$ cat src/rtl/cx_alu_pkg.sv
package cx_alu_pkg;

    typedef enum logic [3:0] {
        OP_AND = 4'h0, OP_EOR = 4'h1, OP_SUB = 4'h2, OP_RSB = 4'h3,
        OP_ADD = 4'h4, OP_ADC = 4'h5, OP_SBC = 4'h6, OP_RSC = 4'h7,
        OP_TST = 4'h8, OP_TEQ = 4'h9, OP_CMP = 4'hA, OP_CMN = 4'hB,
        OP_ORR = 4'hC, OP_MOV = 4'hD, OP_BIC = 4'hE, OP_MVN = 4'hF
    } alu_op_e;

    typedef struct packed {
        logic n;
        logic z;
        logic c;
        logic v;
    } flags_t;

endpackage

$ cat src/rtl/cx_cond_eval.sv
module cx_cond_eval
    import cx_alu_pkg::*;
(
    input  logic [3:0] cond_i,
    input  flags_t     flags_i,
    output logic       pass_o
);
    // Odd codes are the complement of the even code below them;
    // 111x maps to always, and its complement is never.
    logic base;

    always_comb begin
        unique case (cond_i[3:1])
            3'b000:  base = flags_i.z;
            3'b001:  base = flags_i.c;
            3'b010:  base = flags_i.n;
            3'b011:  base = flags_i.v;
            3'b100:  base = flags_i.c & ~flags_i.z;
            3'b101:  base = (flags_i.n == flags_i.v);
            3'b110:  base = ~flags_i.z & (flags_i.n == flags_i.v);
            default: base = 1'b1;
        endcase
        pass_o = base ^ cond_i[0];
    end
endmodule

$ cat src/rtl/cx_dp_unit.sv
module cx_dp_unit
    import cx_alu_pkg::*;
#(
    parameter int DATA_W = 32
) (
    input  logic [3:0]        opcode_i,
    input  logic [DATA_W-1:0] opa_i,
    input  logic [DATA_W-1:0] opb_i,
    input  logic              shift_carry_i,
    input  flags_t            flags_i,
    output logic [DATA_W-1:0] result_o,
    output flags_t            flags_o,
    output logic              flag_only_o
);
    localparam int MSB = DATA_W - 1;

    alu_op_e           op;
    logic [DATA_W-1:0] add_x, add_y, logic_res;
    logic              add_cin, is_arith;
    logic [DATA_W:0]   sum;

    assign op          = alu_op_e'(opcode_i);
    assign flag_only_o = (opcode_i[3:2] == 2'b10);

    always_comb begin
        add_x    = opa_i;
        add_y    = opb_i;
        add_cin  = 1'b0;
        is_arith = 1'b1;
        unique case (op)
            OP_SUB, OP_CMP: begin add_y = ~opb_i; add_cin = 1'b1; end
            OP_RSB:         begin add_x = opb_i; add_y = ~opa_i; add_cin = 1'b1; end
            OP_ADD, OP_CMN: add_cin = 1'b0;
            OP_ADC:         add_cin = flags_i.c;
            OP_SBC:         begin add_y = ~opb_i; add_cin = flags_i.c; end
            OP_RSC:         begin add_x = opb_i; add_y = ~opa_i; add_cin = flags_i.c; end
            default:        is_arith = 1'b0;
        endcase
        sum = {1'b0, add_x} + {1'b0, add_y} + {{DATA_W{1'b0}}, add_cin};
    end

    always_comb begin
        unique case (op)
            OP_AND, OP_TST: logic_res = opa_i & opb_i;
            OP_EOR, OP_TEQ: logic_res = opa_i ^ opb_i;
            OP_ORR:         logic_res = opa_i | opb_i;
            OP_MOV:         logic_res = opb_i;
            OP_BIC:         logic_res = opa_i & ~opb_i;
            OP_MVN:         logic_res = ~opb_i;
            default:        logic_res = '0;
        endcase
    end

    always_comb begin
        result_o  = is_arith ? sum[MSB:0] : logic_res;
        flags_o.n = result_o[MSB];
        flags_o.z = (result_o == '0);
        flags_o.c = is_arith ? sum[DATA_W] : shift_carry_i;
        flags_o.v = is_arith ? ((add_x[MSB] == add_y[MSB]) && (sum[MSB] != add_x[MSB]))
                             : flags_i.v;
    end
endmodule

$ cat src/rtl/cx_alu_core.sv
module cx_alu_core
    import cx_alu_pkg::*;
#(
    parameter int DATA_W = 32
) (
    input  logic              clk,
    input  logic              rst_n,
    input  logic [3:0]        cond_i,
    input  logic [3:0]        opcode_i,
    input  logic [DATA_W-1:0] opa_i,
    input  logic [DATA_W-1:0] opb_i,
    input  logic              shift_carry_i,
    input  logic              set_flags_i,
    output logic [DATA_W-1:0] result_o,
    output logic              rd_we_o,
    output logic [3:0]        flags_o
);
    typedef struct packed {
        logic [DATA_W-1:0] result;
        logic              we;
        flags_t            flags;
    } state_t;

    state_t            st_d, st_q;
    logic              pass;
    logic              flag_only;
    logic [DATA_W-1:0] dp_res;
    flags_t            dp_flags;

    cx_cond_eval u_cond (
        .cond_i  (cond_i),
        .flags_i (st_q.flags),
        .pass_o  (pass)
    );

    cx_dp_unit #(.DATA_W(DATA_W)) u_dp (
        .opcode_i      (opcode_i),
        .opa_i         (opa_i),
        .opb_i         (opb_i),
        .shift_carry_i (shift_carry_i),
        .flags_i       (st_q.flags),
        .result_o      (dp_res),
        .flags_o       (dp_flags),
        .flag_only_o   (flag_only)
    );

    always_comb begin
        st_d    = st_q;
        st_d.we = pass && !flag_only;
        if (pass && !flag_only) begin
            st_d.result = dp_res;
        end
        if (pass && (set_flags_i || flag_only)) begin
            st_d.flags = dp_flags;
        end
    end

    always_ff @(posedge clk) begin
        if (!rst_n) begin
            st_q <= '0;
        end else begin
            st_q <= st_d;
        end
    end

    assign result_o = st_q.result;
    assign rd_we_o  = st_q.we;
    assign flags_o  = st_q.flags;
endmodule

$ cat config.mk
export PLATFORM = sky130hd
export DESIGN_NAME = cx_alu_core
export DESIGN_NICKNAME = d
export VERILOG_FILES = /design/src/rtl/cx_alu_pkg.sv /design/src/rtl/cx_cond_eval.sv /design/src/rtl/cx_dp_unit.sv /design/src/rtl/cx_alu_core.sv
export SDC_FILE = /design/constraint.sdc
export NUM_CORES = 1
export LEC_CHECK = 0
export BUFFER_PORTS_ARGS = -buffer_cell sky130_fd_sc_hd__buf_2
export CORE_UTILIZATION = 40
export DETAILED_ROUTE_END_ITERATION = 8
export MAX_ROUTING_LAYER = met4
export SKIP_LAST_GASP = 1
export SLEW_MARGIN = 0
export SYNTH_ARGS = -nofsm -noshare
export SYNTH_HDL_FRONTEND = slang
export SYNTH_SLANG_ARGS = --single-unit
$ cat constraint.sdc
create_clock -name clk -period 4.5 [get_ports clk]
set_clock_uncertainty 0.1 [all_clocks]
set_input_delay 0 -clock clk [delete_from_list [all_inputs] [get_ports clk]]
set_output_delay 0 -clock clk [all_outputs]
set_load 0.01 [all_outputs]
# Word level (Yosys, flattened, before mapping)

Cells that the tools add are included.

Word-level logic and storage cells: 67
Input bits: 76
Register bits after elaboration: 37
Output and inout bits: 37

Reduce and logical (&&, ||, !) cells: 16
Eq/ne operators: 25
Multiplexer cells: 8
Bitwise gates (word level): 10
Add/subtract/negate cells: 2

Operators with widths:

| kind                                                                   | number |
|---|---|
| 32-bit one-hot mux with 6 select lines                                 | 1 |
| 32-bit AND                                                             | 2 |
| 32-bit two-way mux                                                     | 2 |
| 32-bit inverter                                                        | 2 |
| 32-bit one-hot mux with 2 select lines                                 | 1 |
| 32-bit by 32-bit adder with 33-bit output                              | 1 |
| 33-bit by 1-bit adder with 33-bit output                               | 1 |
| 4-bit equality test (second input constant)                            | 8 |
| 32-bit zero test                                                       | 1 |
| 32-bit OR                                                              | 1 |
| 32-bit XOR                                                             | 1 |
| 4-bit by 3-bit equality test with 1-bit output (second input constant) | 4 |
| 3-bit equality test (second input constant)                            | 3 |
| 3-bit OR reduction                                                     | 3 |
| 4-bit by 2-bit equality test with 1-bit output (second input constant) | 2 |
| 8-bit OR reduction                                                     | 1 |
| 1-bit one-hot mux with 7 select lines                                  | 1 |
| 3-bit by 2-bit equality test with 1-bit output (second input constant) | 2 |
| 2-bit OR reduction                                                     | 3 |
| 4-bit by 1-bit equality test with 1-bit output (second input constant) | 1 |
| 4-bit zero test                                                        | 1 |
| 3-bit by 1-bit equality test with 1-bit output (second input constant) | 1 |
| 1-bit logical AND                                                      | 3 |
| 3-bit zero test                                                        | 1 |
| 11 further kinds                                                       | 14 |

# Longest topological paths before layout

Depth after elaboration: 7
Gate-level depth with buffers: 21
Depth with buffers taken out: 18

# Cells and area by module

A second synthesis with hierarchy kept.

Cell total of the unflattened synthesis: 1,067
Area total of the unflattened synthesis: 7,019.2 um^2

By module, submodules not included:

| module       | sequential area each (um^2) | area each (um^2) | instances | cells each |
|---|---|---|---|---|
| cx_dp_unit   | 0.0                         | 5,549.1          | 1         | 897 |
| cx_alu_core  | 740.7                       | 1,381.3          | 1         | 160 |
| cx_cond_eval | 0.0                         | 88.8             | 1         | 10 |

# Worst setup path before layout

OpenSTA, ideal clock, no wires.

Path kind: in2reg
Start point: input opcode_i[1]
End point: register st_q, in the netlist flags_o[2]
Slack: 0.082 ns
Buffers on the path: 3
Stages: 21
Data required time: 4.331 ns
Data arrival time: 4.249 ns
Library setup time: 0.069 ns
Cells stage by stage: buf_2 -> buf_2 -> inv_2 -> nor3_1 -> o21bai_1 -> clkbuf_1 -> nor2_1 -> a211oi_1 -> fa_1 -> inv_1 -> fa_1 -> a21o_1 -> a221oi_2 -> o21ai_1 -> a21oi_1 -> xnor2_1 -> a211oi_1 -> or4b_1 -> nor4_1 -> nand4_1 -> o21ai_1

Word-level cells in the longest chain between the ends: 7
Elaborated cells between the ends (all ways): 32
Those cells by class: add/sub: 2; eq/ne: 15; mux: 6; reduce/logical: 9

RTL lines:

| element                                                                             | RTL line          | text |
|---|---|---|
| from (decl)                                                                         | cx_alu_core.sv:9  | `input logic [3:0] opcode_i,` |
| 4-bit by 2-bit equality test with 1-bit output (tied with other cells)              | cx_dp_unit.sv:30  | `unique case (op)` |
| 3-bit OR reduction (no source line) / 2-bit OR reduction (equally long branches)    | -                 |  |
| 32-bit one-hot mux with 2 select lines / 32-bit two-way mux (equally long branches) | cx_dp_unit.sv:30  |  |
| 32-bit by 32-bit adder with 33-bit output                                           | cx_dp_unit.sv:39  | `sum = {1'b0, add_x} + {1'b0, add_y} + {{DATA_W{1'b0}}, add_cin};` |
| 33-bit by 1-bit adder with 33-bit output                                            | cx_dp_unit.sv:39  |  |
| 32-bit two-way mux (*)                                                              | cx_dp_unit.sv:55  | `result_o = is_arith ? sum[MSB:0] : logic_res;` |
| 32-bit zero test (*)                                                                | cx_dp_unit.sv:57  | `flags_o.z = (result_o == '0);` |
| to (signal assigned)                                                                | cx_alu_core.sv:62 | `st_q <= st_d;` |
| to (decl)                                                                           | cx_alu_core.sv:24 | `state_t st_d, st_q;` |

Every way passes the cells marked *; elsewhere a longest branch is shown, timed or not.
A chain may end at the register's enable or synchronous reset.

# Worst setup path after layout

Start point: register st_q, in the netlist flags_o[1]
End point: register st_q, in the netlist flags_o[2]

Word-level cells in the longest chain between the ends: 4
Elaborated cells between the ends (all ways): 8
Those cells by class: add/sub: 1; mux: 3; bitwise: 2; reduce/logical: 2

RTL lines:

| element                                                                                                  | RTL line |
|---|---|
| 1-bit one-hot mux with 2 select lines / 1-bit AND (equally long branches)                                | cx_dp_unit.sv:30, cx_cond_eval.sv:18 |
| 33-bit by 1-bit adder with 33-bit output / 1-bit one-hot mux with 7 select lines (equally long branches) | cx_dp_unit.sv:39, cx_cond_eval.sv:13 |
| 32-bit two-way mux / 1-bit XOR (equally long branches)                                                   | cx_dp_unit.sv:55, cx_cond_eval.sv:23 |
| 32-bit zero test / 1-bit logical AND (equally long branches)                                             | cx_dp_unit.sv:57, cx_alu_core.sv:53 |

Parallel ways exist; a longest one is shown, timed or not.

==> flow_summary.ini <==
[clocking]
ctsResizeCount = 0
hold_buffers = 1
cts_tree = built
h-tree-depth = 2
clkTransAtPathRegs_ns = 0.05
cts_sinks = 37
cts-root-buf = clkbuf_16
clock_path_buffers = 2
clk_latency_ns = 0.28
cts_buffers = 5
post-cts-setup-buffer-count = 0

[flow_run]
cap_violations = 0

[route]
viasPerCell = 5.91
ant_nets = 0
dr.first_iter.drc_count = 615
drt-pass1-iter-count = 5
routedWlPerCell_um = 18.4
wl_um = 24500
drc_errors = 0
vias = 7833

[sta]
fin_crit_sh_pct = 87.9
rsz0062_at_grt = false
maxSlewViolCount = 0
whs_ns = 0.0424
hold_viol_final = 0
worstMarginPinSlew_ns = 1.02
tns_ns = 0
fin_crit_ns = 3.95
max_freq_mhz = 253
setup_viol = 0
max-slew-margin-rel_pct = 31.7
fin_ws_ns = 0.546

[worst_setup_path]
crit_buf_inv = 0
cp_top_family = compound AO/OA/AOI/OAI gates
cp.arrival_ns = 4.07
cp_common_cell = a21oi_1
cp_slowest_cell = dfxtp_1
path_max_fanout = 5
cp_slowest_stage_delay_ns = 0.53
cp_cell_sequence = a21oi_1 -> o32a_1 -> fa_1 -> nand2b_1 -> a21oi_1 -> o21ai_1 -> o211a_2 -> xor2_1 -> a21oi_1 -> or4b_1 -> nor4_1 -> nand4_1 -> o21ai_1
cp.required_ns = 4.61
critPathCaptureType = flip-flop
start_kind = flip-flop
critPathKind = reg2reg

[logic_synthesis]
yosysWarnings = 0
ys_seq_area_share_pct = 11.2
synthArstFlopShare_pct = 0
ys_seq_elements = 37
syn_area_sq_um = 6640
synth_flop_cell = dfxtp_1
synth.distinct_cells = 79
synth-edff-count = 0
synth_area_per_cell_sq_um = 6.46
syn_nets = 1168
synth_cells = 1027

[cells_and_area]
area_growth_pct = 14.6
most-common-layout-cells = 155 x o21ai_0, 147 x nand2_1, 112 x buf_2
final_cells = 1326
n_fill_cell = 1717
design_area_sq_um = 7610
drive_above_1_share_pct = 15.2
layout_commonest_cell = o21ai_0
nets = 1249
seq_area_sq_um = 741
post-route-util_pct = 47.4
multi_input_area_sq_um = 5370

[placed_design]
port_buffers = 112
dp_slack_ns = 0.330
gp_congestion = 0.928
dpl_cell_area_sq_um = 7420
hpwl_um = 18200
place_inst = 1316

[power]
power_mw = 2.01
p_leak_nw = 3.53
irDropWorstVdd_uv = 176
power.density_nw_per_um2 = 264

[outcome]
status = complete, no violations

[floorplan]
dieArea_sq_um = 17100
num_rows = 46
io_pins = 113
initial_utilization_pct = 41.3
die_x_um = 131
coreArea_sq_um = 16100
die_h_um = 131

[grt]
antenna_found_initial = 0
grt_max_degree = 60
first_global_vias = 7311
grt_usage_pct = 29.5
grt_pass1_wl_um = 38300
grt-ovfl-total = 0

[min_path]
worstHoldPathType = in2reg
==> tightest hold or removal path: stages <==
cell,delay [ns]
buf_2,0.13
a21oi_1,0.14
a311oi_1,0.09
==> report_power, final <==
part / switching, mW / internal [mW]
clock network: 0.127 / 0.277
logic: 0.736 / 0.461
registers: 0.0314 / 0.379
==> metal layers <==
layer,vias to the layer above,part of all wire [%],GRT usage (%)
met5,-,0,-
met4,0,4.7,14.4
met3,64,5.0,3.34
met2,255,47,49.1
met1,3634,43,35.3
li1,3880,-,-
==> cells by family (layout without fill, tap and decap cells) <==
family          count (synthesis)  after routing  share of synthesized area [%]
mux                            21             21                           3.20
xor+xnor                       38             38                           5.01
simple gates                  338            338                           23.1
flops                          37             37                           11.2
fa+ha+maj                      65             65                           12.5
buf+inv                       140            222                           8.24
other cells                     0              1                              0
compound gates                388            388                           36.8
==> state kept, by name (all words and copies together), names as in the netlist <==
| register | cells |
|---|---|
| flags_o | 4 |
| result_o | 32 |
| rd_we_o | 1 |
==> cells in the mapped netlist, types with 9 or more instances <==
cell / count / area [sq um]
clkbuf_1: 41 / 154
nand4_1: 9 / 56.3
a211oi_1: 19 / 143
nor2_1: 80 / 300
o21ai_0: 155 / 776
dfxtp_1: 37 / 741
nand3_1: 21 / 105
buf_2: 17 / 85.1
o31ai_1: 10 / 75.1
xnor2_1: 11 / 96.3
nand2_1: 147 / 552
a21oi_1: 78 / 390
nand2b_1: 9 / 56.3
o21a_1: 10 / 75.1
nor3_1: 23 / 115
xor2_1: 27 / 236
a22oi_1: 11 / 82.6
a21o_1: 15 / 113
ha_1: 63 / 788
mux2i_1: 19 / 190
inv_1: 74 / 278
==> final cells by class <==
type,instances,area share (%)
Multi-Input combinational cell,850,70.6
Timing Repair Buffer,139,10.1
Sequential cell,37,9.74
Inverter,75,3.70
Tap cell,216,3.55
Clock buffer,7,1.88
Clock inverter,1,0.395
Antenna cell,1,0.0329
==> worst paths after layout <==
path / end / cells past startpoint / slack [ns] / from
min reg2reg: result_o[9] / 2 / 0.37 / result_o[9]
max reg2reg: flags_o[2] / 13 / 0.55 / flags_o[1]
max: flags_o[2] / 13 / 0.55 / flags_o[1]
min: result_o[30] / 3 / 0.04 / opa_i[30]
No activity file was read; power rests on OpenSTA's default activity.
